$ cat config.mk
export PLATFORM = sky130hd
export DESIGN_NAME = clkpm_ctrl
export DESIGN_NICKNAME = d
export VERILOG_FILES = /design/src/rtl/clkpm_pkg.sv /design/src/rtl/clkpm_lock.sv /design/src/rtl/clkpm_clkout.sv /design/src/rtl/clkpm_regs.sv /design/src/rtl/clkpm_ctrl.sv
export SDC_FILE = /design/constraint.sdc
export NUM_CORES = 1
export LEC_CHECK = 0
export BUFFER_PORTS_ARGS = -buffer_cell sky130_fd_sc_hd__buf_4
export CORE_ASPECT_RATIO = 1.2
export CORE_UTILIZATION = 40
export CTS_CLUSTER_DIAMETER = 30
export DETAILED_ROUTE_END_ITERATION = 10
export PLACE_DENSITY = 0.6
export SYNTH_ARGS = -nofsm -noshare
export SYNTH_HDL_FRONTEND = slang
export SYNTH_SLANG_ARGS = --single-unit
$ cat constraint.sdc
create_clock -name clk -period 3.1 [get_ports clk]
set_clock_uncertainty 0.1 [all_clocks]
set_input_delay 0 -clock clk [delete_from_list [all_inputs] [get_ports clk]]
set_output_delay 0 -clock clk [all_outputs]
set_load 0.01 [all_outputs]
$ cat src/rtl/clkpm_pkg.sv
package clkpm_pkg;

    localparam int NUM_PER = 13;
    localparam int MULT_W  = 6;
    localparam int LOCK_W  = 8;
    localparam int PRES_W  = 3;
    localparam int ADDR_W  = 4;
    localparam int DATA_W  = 32;
    localparam int NUM_FLG = 2;
    localparam int FLG_OSC  = 0;
    localparam int FLG_LOCK = 1;
    localparam int DIV_W   = (1 << PRES_W) - 1;

    typedef enum logic [1:0] {
        OSEL_SLOW     = 2'd0,
        OSEL_MCK      = 2'd1,
        OSEL_MCK_INV  = 2'd2,
        OSEL_MCK_HALF = 2'd3
    } osel_e;

    typedef struct packed {
        logic              range_hi;
        logic              out_off;
        logic [PRES_W-1:0] pres;
        osel_e             osel;
        logic              css;
        logic [LOCK_W-1:0] lock_cnt;
        logic [MULT_W-1:0] mult;
    } mode_t;

    localparam int MODE_W = $bits(mode_t);

    typedef enum logic [1:0] {
        PLL_OFF    = 2'd0,
        PLL_COUNT  = 2'd1,
        PLL_LOCKED = 2'd2
    } pll_state_e;

    typedef enum logic {
        CPU_RUN  = 1'b0,
        CPU_IDLE = 1'b1
    } cpu_state_e;

    localparam logic [ADDR_W-1:0] A_SYS_OFF  = 4'h0;
    localparam logic [ADDR_W-1:0] A_SYS_STAT = 4'h1;
    localparam logic [ADDR_W-1:0] A_PER_SET  = 4'h2;
    localparam logic [ADDR_W-1:0] A_PER_CLR  = 4'h3;
    localparam logic [ADDR_W-1:0] A_PER_STAT = 4'h4;
    localparam logic [ADDR_W-1:0] A_MODE     = 4'h5;
    localparam logic [ADDR_W-1:0] A_STATUS   = 4'h6;
    localparam logic [ADDR_W-1:0] A_MSK_SET  = 4'h7;
    localparam logic [ADDR_W-1:0] A_MSK_CLR  = 4'h8;
    localparam logic [ADDR_W-1:0] A_MASK     = 4'h9;

endpackage

$ cat src/rtl/clkpm_lock.sv
module clkpm_lock
    import clkpm_pkg::*;
(
    input  logic              clk,
    input  logic              rst_n,
    input  logic              tick,
    input  logic              restart,
    input  logic [MULT_W-1:0] mult_next,
    input  logic [MULT_W-1:0] mult_cur,
    input  logic [LOCK_W-1:0] target,
    output logic              locked
);

    pll_state_e        state, state_nx;
    logic [LOCK_W-1:0] cnt, cnt_nx;

    // state register
    always_ff @(posedge clk or negedge rst_n) begin
        if (!rst_n) begin
            state <= PLL_OFF;
            cnt   <= '0;
        end else if (restart) begin
            state <= (mult_next == '0) ? PLL_OFF : PLL_COUNT;
            cnt   <= '0;
        end else begin
            state <= state_nx;
            cnt   <= cnt_nx;
        end
    end

    // next state
    always_comb begin
        state_nx = state;
        cnt_nx   = cnt;
        unique case (state)
            PLL_OFF: begin
                cnt_nx = '0;
            end
            PLL_COUNT: begin
                if (cnt >= target)
                    state_nx = PLL_LOCKED;
                else if (tick)
                    cnt_nx = cnt + LOCK_W'(1);
            end
            PLL_LOCKED: begin
                state_nx = PLL_LOCKED;
            end
            default: state_nx = PLL_OFF;
        endcase
    end

    // outputs
    always_comb begin
        locked = (state == PLL_LOCKED);
    end

    AST_LOCK_NEEDS_MULT: assert property (@(posedge clk) disable iff (!rst_n)
        locked |-> (mult_cur != '0));
    AST_LOCK_AFTER_COUNT: assert property (@(posedge clk) disable iff (!rst_n)
        $rose(locked) |-> ($past(cnt) >= $past(target)));
    AST_COUNT_MONOTONIC: assert property (@(posedge clk) disable iff (!rst_n)
        (state == PLL_COUNT && !restart) |=> (cnt >= $past(cnt)));
    AST_RESTART_CLEARS: assert property (@(posedge clk) disable iff (!rst_n)
        restart |=> (!locked && cnt == '0));

endmodule

$ cat src/rtl/clkpm_clkout.sv
module clkpm_clkout
    import clkpm_pkg::*;
(
    input  logic  clk,
    input  logic  rst_n,
    input  logic  slow_clk,
    input  logic  pll_clk,
    input  logic  pll_locked,
    input  mode_t mode,
    output logic  slow_tick,
    output logic  mck,
    output logic  clko,
    output logic  clko_oe
);

    logic             slow_q, mck_q, half, src_q, clko_q;
    logic             src, src_rise, mck_rise, pin_d;
    logic [DIV_W-1:0] pcnt;

    always_ff @(posedge clk or negedge rst_n) begin
        if (!rst_n) begin
            slow_q <= 1'b0;
            mck_q  <= 1'b0;
            half   <= 1'b0;
            src_q  <= 1'b0;
            pcnt   <= '0;
            clko_q <= 1'b0;
        end else begin
            slow_q <= slow_clk;
            mck_q  <= mck;
            src_q  <= src;
            clko_q <= pin_d;
            if (mck_rise) half <= ~half;
            if (src_rise) pcnt <= pcnt + DIV_W'(1);
        end
    end

    always_comb begin
        slow_tick = slow_clk & ~slow_q;
        mck       = (mode.css && pll_locked) ? pll_clk : slow_clk;
        mck_rise  = mck & ~mck_q;
        unique case (mode.osel)
            OSEL_SLOW:     src = slow_clk;
            OSEL_MCK:      src = mck;
            OSEL_MCK_INV:  src = ~mck;
            OSEL_MCK_HALF: src = half;
            default:       src = slow_clk;
        endcase
        src_rise = src & ~src_q;
        if (mode.pres == '0)
            pin_d = src;
        else
            pin_d = pcnt[mode.pres - PRES_W'(1)];
        clko    = clko_q;
        clko_oe = ~mode.out_off;
    end

    AST_MCK_SLOW_UNLOCKED: assert property (@(posedge clk) disable iff (!rst_n)
        !pll_locked |-> (mck == slow_clk));
    AST_HALF_TOGGLE: assert property (@(posedge clk) disable iff (!rst_n)
        mck_rise |=> (half != $past(half)));
    AST_PIN_ONE_CYCLE: assert property (@(posedge clk) disable iff (!rst_n)
        (mode.pres == '0 && mode.osel == OSEL_SLOW && $stable(mode)) |=> (clko == $past(slow_clk)));

endmodule

$ cat src/rtl/clkpm_regs.sv
module clkpm_regs
    import clkpm_pkg::*;
(
    input  logic               clk,
    input  logic               rst_n,
    input  logic               bus_sel,
    input  logic               bus_we,
    input  logic [ADDR_W-1:0]  bus_addr,
    input  logic [DATA_W-1:0]  bus_wdata,
    output logic [DATA_W-1:0]  bus_rdata,
    input  logic               pll_locked,
    input  logic               osc_stable,
    output mode_t              mode,
    output logic               restart,
    output logic [MULT_W-1:0]  mult_next,
    output logic [NUM_PER-1:0] per_en,
    output logic               cpu_run,
    output logic               irq
);

    logic               wr, rd;
    logic               wr_sysoff, wr_pset, wr_pclr, wr_mode, wr_mset, wr_mclr, rd_stat;
    mode_t              mode_wr;
    logic [NUM_FLG-1:0] mask, pend, flags, flags_prev, rise;
    logic               osc_q;
    cpu_state_e         cpu_st, cpu_nx;
    logic               unused_wdata;

    assign unused_wdata = ^bus_wdata[DATA_W-1:MODE_W];

    always_comb begin
        wr        = bus_sel & bus_we;
        rd        = bus_sel & ~bus_we;
        wr_sysoff = wr && (bus_addr == A_SYS_OFF);
        wr_pset   = wr && (bus_addr == A_PER_SET);
        wr_pclr   = wr && (bus_addr == A_PER_CLR);
        wr_mode   = wr && (bus_addr == A_MODE);
        wr_mset   = wr && (bus_addr == A_MSK_SET);
        wr_mclr   = wr && (bus_addr == A_MSK_CLR);
        rd_stat   = rd && (bus_addr == A_STATUS);
        mode_wr   = mode_t'(bus_wdata[MODE_W-1:0]);
        mult_next = mode_wr.mult;
        restart   = wr_mode && (mode_wr.mult != mode.mult);
    end

    // configuration and enable registers
    always_ff @(posedge clk or negedge rst_n) begin
        if (!rst_n) begin
            mode   <= '0;
            per_en <= '0;
            mask   <= '0;
        end else begin
            if (wr_mode) mode <= mode_wr;
            if (wr_pset)
                per_en <= per_en | bus_wdata[NUM_PER-1:0];
            else if (wr_pclr)
                per_en <= per_en & ~bus_wdata[NUM_PER-1:0];
            if (wr_mset)
                mask <= mask | bus_wdata[NUM_FLG-1:0];
            else if (wr_mclr)
                mask <= mask & ~bus_wdata[NUM_FLG-1:0];
        end
    end

    // status flags and pending bits
    always_ff @(posedge clk or negedge rst_n) begin
        if (!rst_n) begin
            osc_q      <= 1'b0;
            flags_prev <= '0;
            pend       <= '0;
        end else begin
            osc_q      <= osc_stable;
            flags_prev <= flags;
            pend       <= rise | (rd_stat ? '0 : pend);
        end
    end

    always_comb begin
        flags           = '0;
        flags[FLG_OSC]  = osc_q;
        flags[FLG_LOCK] = pll_locked;
        rise            = flags & ~flags_prev;
        irq             = |(pend & mask);
    end

    // CPU state register
    always_ff @(posedge clk or negedge rst_n) begin
        if (!rst_n) cpu_st <= CPU_RUN;
        else        cpu_st <= cpu_nx;
    end

    // CPU next state
    always_comb begin
        cpu_nx = cpu_st;
        unique case (cpu_st)
            CPU_RUN:  if (wr_sysoff && bus_wdata[0]) cpu_nx = CPU_IDLE;
            CPU_IDLE: if (irq) cpu_nx = CPU_RUN;
            default:  cpu_nx = CPU_RUN;
        endcase
    end

    // outputs and read mux
    always_comb begin
        cpu_run   = (cpu_st == CPU_RUN);
        bus_rdata = '0;
        unique case (bus_addr)
            A_SYS_STAT: bus_rdata = DATA_W'(cpu_run);
            A_PER_STAT: bus_rdata = DATA_W'(per_en);
            A_MODE:     bus_rdata = DATA_W'(mode);
            A_STATUS:   bus_rdata = DATA_W'(flags);
            A_MASK:     bus_rdata = DATA_W'(mask);
            default:    bus_rdata = '0;
        endcase
    end

    AST_PER_SET: assert property (@(posedge clk) disable iff (!rst_n)
        wr_pset |=> ((per_en & $past(bus_wdata[NUM_PER-1:0])) == $past(bus_wdata[NUM_PER-1:0])));
    AST_PER_CLR: assert property (@(posedge clk) disable iff (!rst_n)
        wr_pclr |=> ((per_en & $past(bus_wdata[NUM_PER-1:0])) == '0));
    AST_READ_CLEARS: assert property (@(posedge clk) disable iff (!rst_n)
        (rd_stat && rise == '0) |=> (pend == '0));
    AST_MASK_CLR: assert property (@(posedge clk) disable iff (!rst_n)
        wr_mclr |=> ((mask & $past(bus_wdata[NUM_FLG-1:0])) == '0));
    AST_IDLE_ENTRY: assert property (@(posedge clk) disable iff (!rst_n)
        (wr_sysoff && bus_wdata[0]) |=> !cpu_run);

endmodule

$ cat src/rtl/clkpm_ctrl.sv
module clkpm_ctrl
    import clkpm_pkg::*;
(
    input  logic               clk,
    input  logic               rst_n,
    input  logic               bus_sel,
    input  logic               bus_we,
    input  logic [ADDR_W-1:0]  bus_addr,
    input  logic [DATA_W-1:0]  bus_wdata,
    output logic [DATA_W-1:0]  bus_rdata,
    input  logic               slow_clk_i,
    input  logic               pll_clk_i,
    input  logic               osc_stable_i,
    output logic               pll_en_o,
    output logic               pll_range_o,
    output logic               mck_o,
    output logic               clko_o,
    output logic               clko_oe_o,
    output logic               cpu_clk_en_o,
    output logic [NUM_PER-1:0] per_clk_en_o,
    output logic               irq_o
);

    mode_t             mode;
    logic              restart, locked, tick, cpu_run;
    logic [MULT_W-1:0] mult_next;

    clkpm_regs u_regs (
        .clk        (clk),
        .rst_n      (rst_n),
        .bus_sel    (bus_sel),
        .bus_we     (bus_we),
        .bus_addr   (bus_addr),
        .bus_wdata  (bus_wdata),
        .bus_rdata  (bus_rdata),
        .pll_locked (locked),
        .osc_stable (osc_stable_i),
        .mode       (mode),
        .restart    (restart),
        .mult_next  (mult_next),
        .per_en     (per_clk_en_o),
        .cpu_run    (cpu_run),
        .irq        (irq_o)
    );

    clkpm_lock u_lock (
        .clk       (clk),
        .rst_n     (rst_n),
        .tick      (tick),
        .restart   (restart),
        .mult_next (mult_next),
        .mult_cur  (mode.mult),
        .target    (mode.lock_cnt),
        .locked    (locked)
    );

    clkpm_clkout u_clkout (
        .clk        (clk),
        .rst_n      (rst_n),
        .slow_clk   (slow_clk_i),
        .pll_clk    (pll_clk_i),
        .pll_locked (locked),
        .mode       (mode),
        .slow_tick  (tick),
        .mck        (mck_o),
        .clko       (clko_o),
        .clko_oe    (clko_oe_o)
    );

    always_comb begin
        pll_en_o     = (mode.mult != '0);
        pll_range_o  = mode.range_hi;
        cpu_clk_en_o = cpu_run;
    end

    AST_PLL_EN_NONZERO: assert property (@(posedge clk) disable iff (!rst_n)
        (restart && mult_next != '0) |=> pll_en_o);

endmodule

==> reports/metrics.csv <==
metric,value,unit
status,completed,
post-synthesis sequential area ratio,0.4509,
register area,1627,µm²
Post-DRT Antenna Nets,0,
"EDFF count, synth",0,
port bufs,74,
initial antenna violation count,0,
Hold Path Class,input pin to async pin,
worst ir drop on vdd,259.6,µV
multi-input logic area,1797,µm²
CORE AREA,8657,µm²
"FFs w/ async S/R, synth",1.000,
post-synth cell types,49,
MaxCap Viol Count,0,
vias in the first global route,2882,
initial drt markers,119,
"Clk Latency, worst-skew pair",0.35,ns
most numerous cell in the Yosys netlist,dfrtp_1,
slew margin rel.,0.4490,
crit path cell chain,inv_1 -> ha_1 -> a21bo_2 -> nand4b_1 -> a31oi_1 -> mux2_2,
Core Rows,37,
fin util,0.5554,
vias per cell,5.120,
chip height,106.0,µm
layout cell share with drive strength beyond 1,0.2331,
die area,9403,µm²
Worst path max stage delay,0.59,ns
Max Clock Freq,0.4364,GHz
CP max FO,7,
CTS tree,yes,
Power per Cell Area,556.7,nW/µm²
Residual DRC,0,
ant diodes,0,
via count,3103,
Crit. End Element,flop,
Worst-path clk slew,0.07,ns
Synth-to-Final Area Change,33.30,%
Routed WL,8624,µm
syn_area_per_cell,9.671,µm²
Worst-Margin Slew,0.8265,ns
Final GP Congestion,0.8116,
Synth top area share,0.4509,
crit path DAT,2.43,ns
Slew Limit Fails,0,
Die Span X,88.69,µm
Detailed Place HPWL,5955,µm
synth top area cells,"dfrtp_1, ha_1, nand2_1",
RSZ-0062 raised after global routing,false,
startpoint types,flop,
first-pass GRT wire length,13640,µm
minimum clock period,2.292,ns
Initial Utilization,0.4167,
Clock Tree Root,clkbuf_8,
Synth Instances,373,
crit share post-route,0.7392,
worst-case clock buffer depth,2,
P_leak,2.208,nW
post_cts resized,0,
yosys warns,0,
clk sinks,65,
"Data required, critical path",3.24,ns
Synth top cells by count,"dfrtp_1, nand2_1, o21ai_0",
worst setup path start,u_lock.state[0],
Crit Path Category,flop to flop,
Setup TNS Final,0,ns
DR WL/cell,14.23,µm
drt pass-1 iters,4,
synthesized cell area,3607,µm²
# IOs,95,
Finish-stage setup viols,0,
total grt overflow,0,
# fillers,765,
FF-to-FF Start,u_lock.state[0],
htree depth,3,
nets,542,
Synth Flop Type,dfrtp_1,
largest net degree at the start of global routing,66,
most area-hungry cell type in the Yosys netlist,dfrtp_1,
Hold Fails Final Rpt,0,
total track usage,0.1939,
CP max stage cell,a31oi_1,
Yosys reg bits,65,
Num CTS Buffers,9,
==> path summary, 6_finish.rpt <==
| kind | end | slack (ns) | cells after the start |
|---|---|---|---|
| min in group clk | u_regs.osc_q | 0.21 | 2 |
| max in group asynchronous | u_lock.cnt[0] | 2.17 | 2 |
| worst min-delay path | u_regs.pend[0] | 0.18 | 2 |
| worst max-delay path | u_clkout.pcnt[1] | 0.81 | 6 |
| worst max register to register | u_clkout.pcnt[1] | 0.81 | 6 |
| worst min register to register | u_regs.flags_prev[0] | 0.31 | 0 |
==> kinds of logic after synthesis <==
| group | share of synthesized area |
|---|---|
| xor+xnor | 0.03399 |
| compound gates | 0.1537 |
| flops | 0.4509 |
| fa+ha+maj | 0.05203 |
| mux | 0.05758 |
| buf+inv | 0.06174 |
| simple gates | 0.1890 |
| other cells | 0.001040 |
==> layout by cell type, fill, tap and decap left out, drive strengths merged, types with 3 or more instances in the layout <==
cell type and instances:
dfrtp 65, ha 15, nor2 9, xnor2 11
nor3b 3, mux2i 5, a21oi 12, and2 10
clkbuf 14, nand2 45, and3 3, dlygate4sd3 34
o211ai 8, mux2 12, a22o 14, buf 79
a31oi 4, nand2b 9, nor4 3, nand3 17
o21ai 31, inv 26, xor2 3, nand4 11
nor3 9, conb 10
==> cell type report <==
cell class	instances	area share
timing repair buffer	113	0.1941
sequential	65	0.3383
clock buffer	14	0.03591
multi-input combinational	269	0.3737
clock inverter	2	0.007286
inverter	26	0.02030
tap	117	0.03044
==> report_power, final <==
| group | internal [mW] | switching, mW | leakage [nW] | total, mW |
|---|---|---|---|---|
| clock | 0.437 | 0.325 | 0.107 | 0.762 |
| combinational | 0.381 | 0.353 | 1.29 | 0.734 |
| sequential | 1.02 | 0.158 | 0.811 | 1.18 |
| total | 1.84 | 0.836 | 2.21 | 2.68 |
==> critical path, delay by kind of cell, from the launching register on <==
kind	cells	cell delay (ns)
AOI/OAI and AO/OA	2	0.79
adders and majority gates	1	0.28
buffers and inverters	1	0.08
DFF	1	0.40
muxes	1	0.41
and+or+nand+nor	1	0.13
==> metrics by stage <==
| step | total power [mW] | area, µm² | setup WS (ns) | hold slack [ns] | std cells |
|---|---|---|---|---|---|
| 2_1_floorplan | 1.622 | 3641 | 1.080 | -0.3956 | 382 |
| 3_3_place_gp | 1.874 | 4260 | 0.8439 | 0.009740 | 556 |
| 3_5_place_dp | 1.896 | 4260 | 0.8182 | 0.01029 | 556 |
| 4_1_cts | 2.709 | 4808 | 0.8012 | 0.1771 | 606 |
| 5_1_grt | 2.857 | 4808 | 0.6739 | 0.2000 | 606 |
| 6_report | 2.677 | 4808 | 0.8085 | 0.1803 | 606 |
==> per-layer routing <==
metal / part of all wire / vias to the layer above / track usage
met4: 0.0074 / 0 / 0.06221
met2: 0.49 / 82 / 0.3170
met1: 0.46 / 1490 / 0.2450
li1: - / 1525 / -
met3: 0.042 / 6 / 0.05435
met5: 0 / - / 0
==> repair_timing <==
action	4_1_cts	5_1_grt
buffers inserted	0	0
endpoints found under the hold margin	109	0
hold buffers	34	0
(Power assumes the default switching activity.)
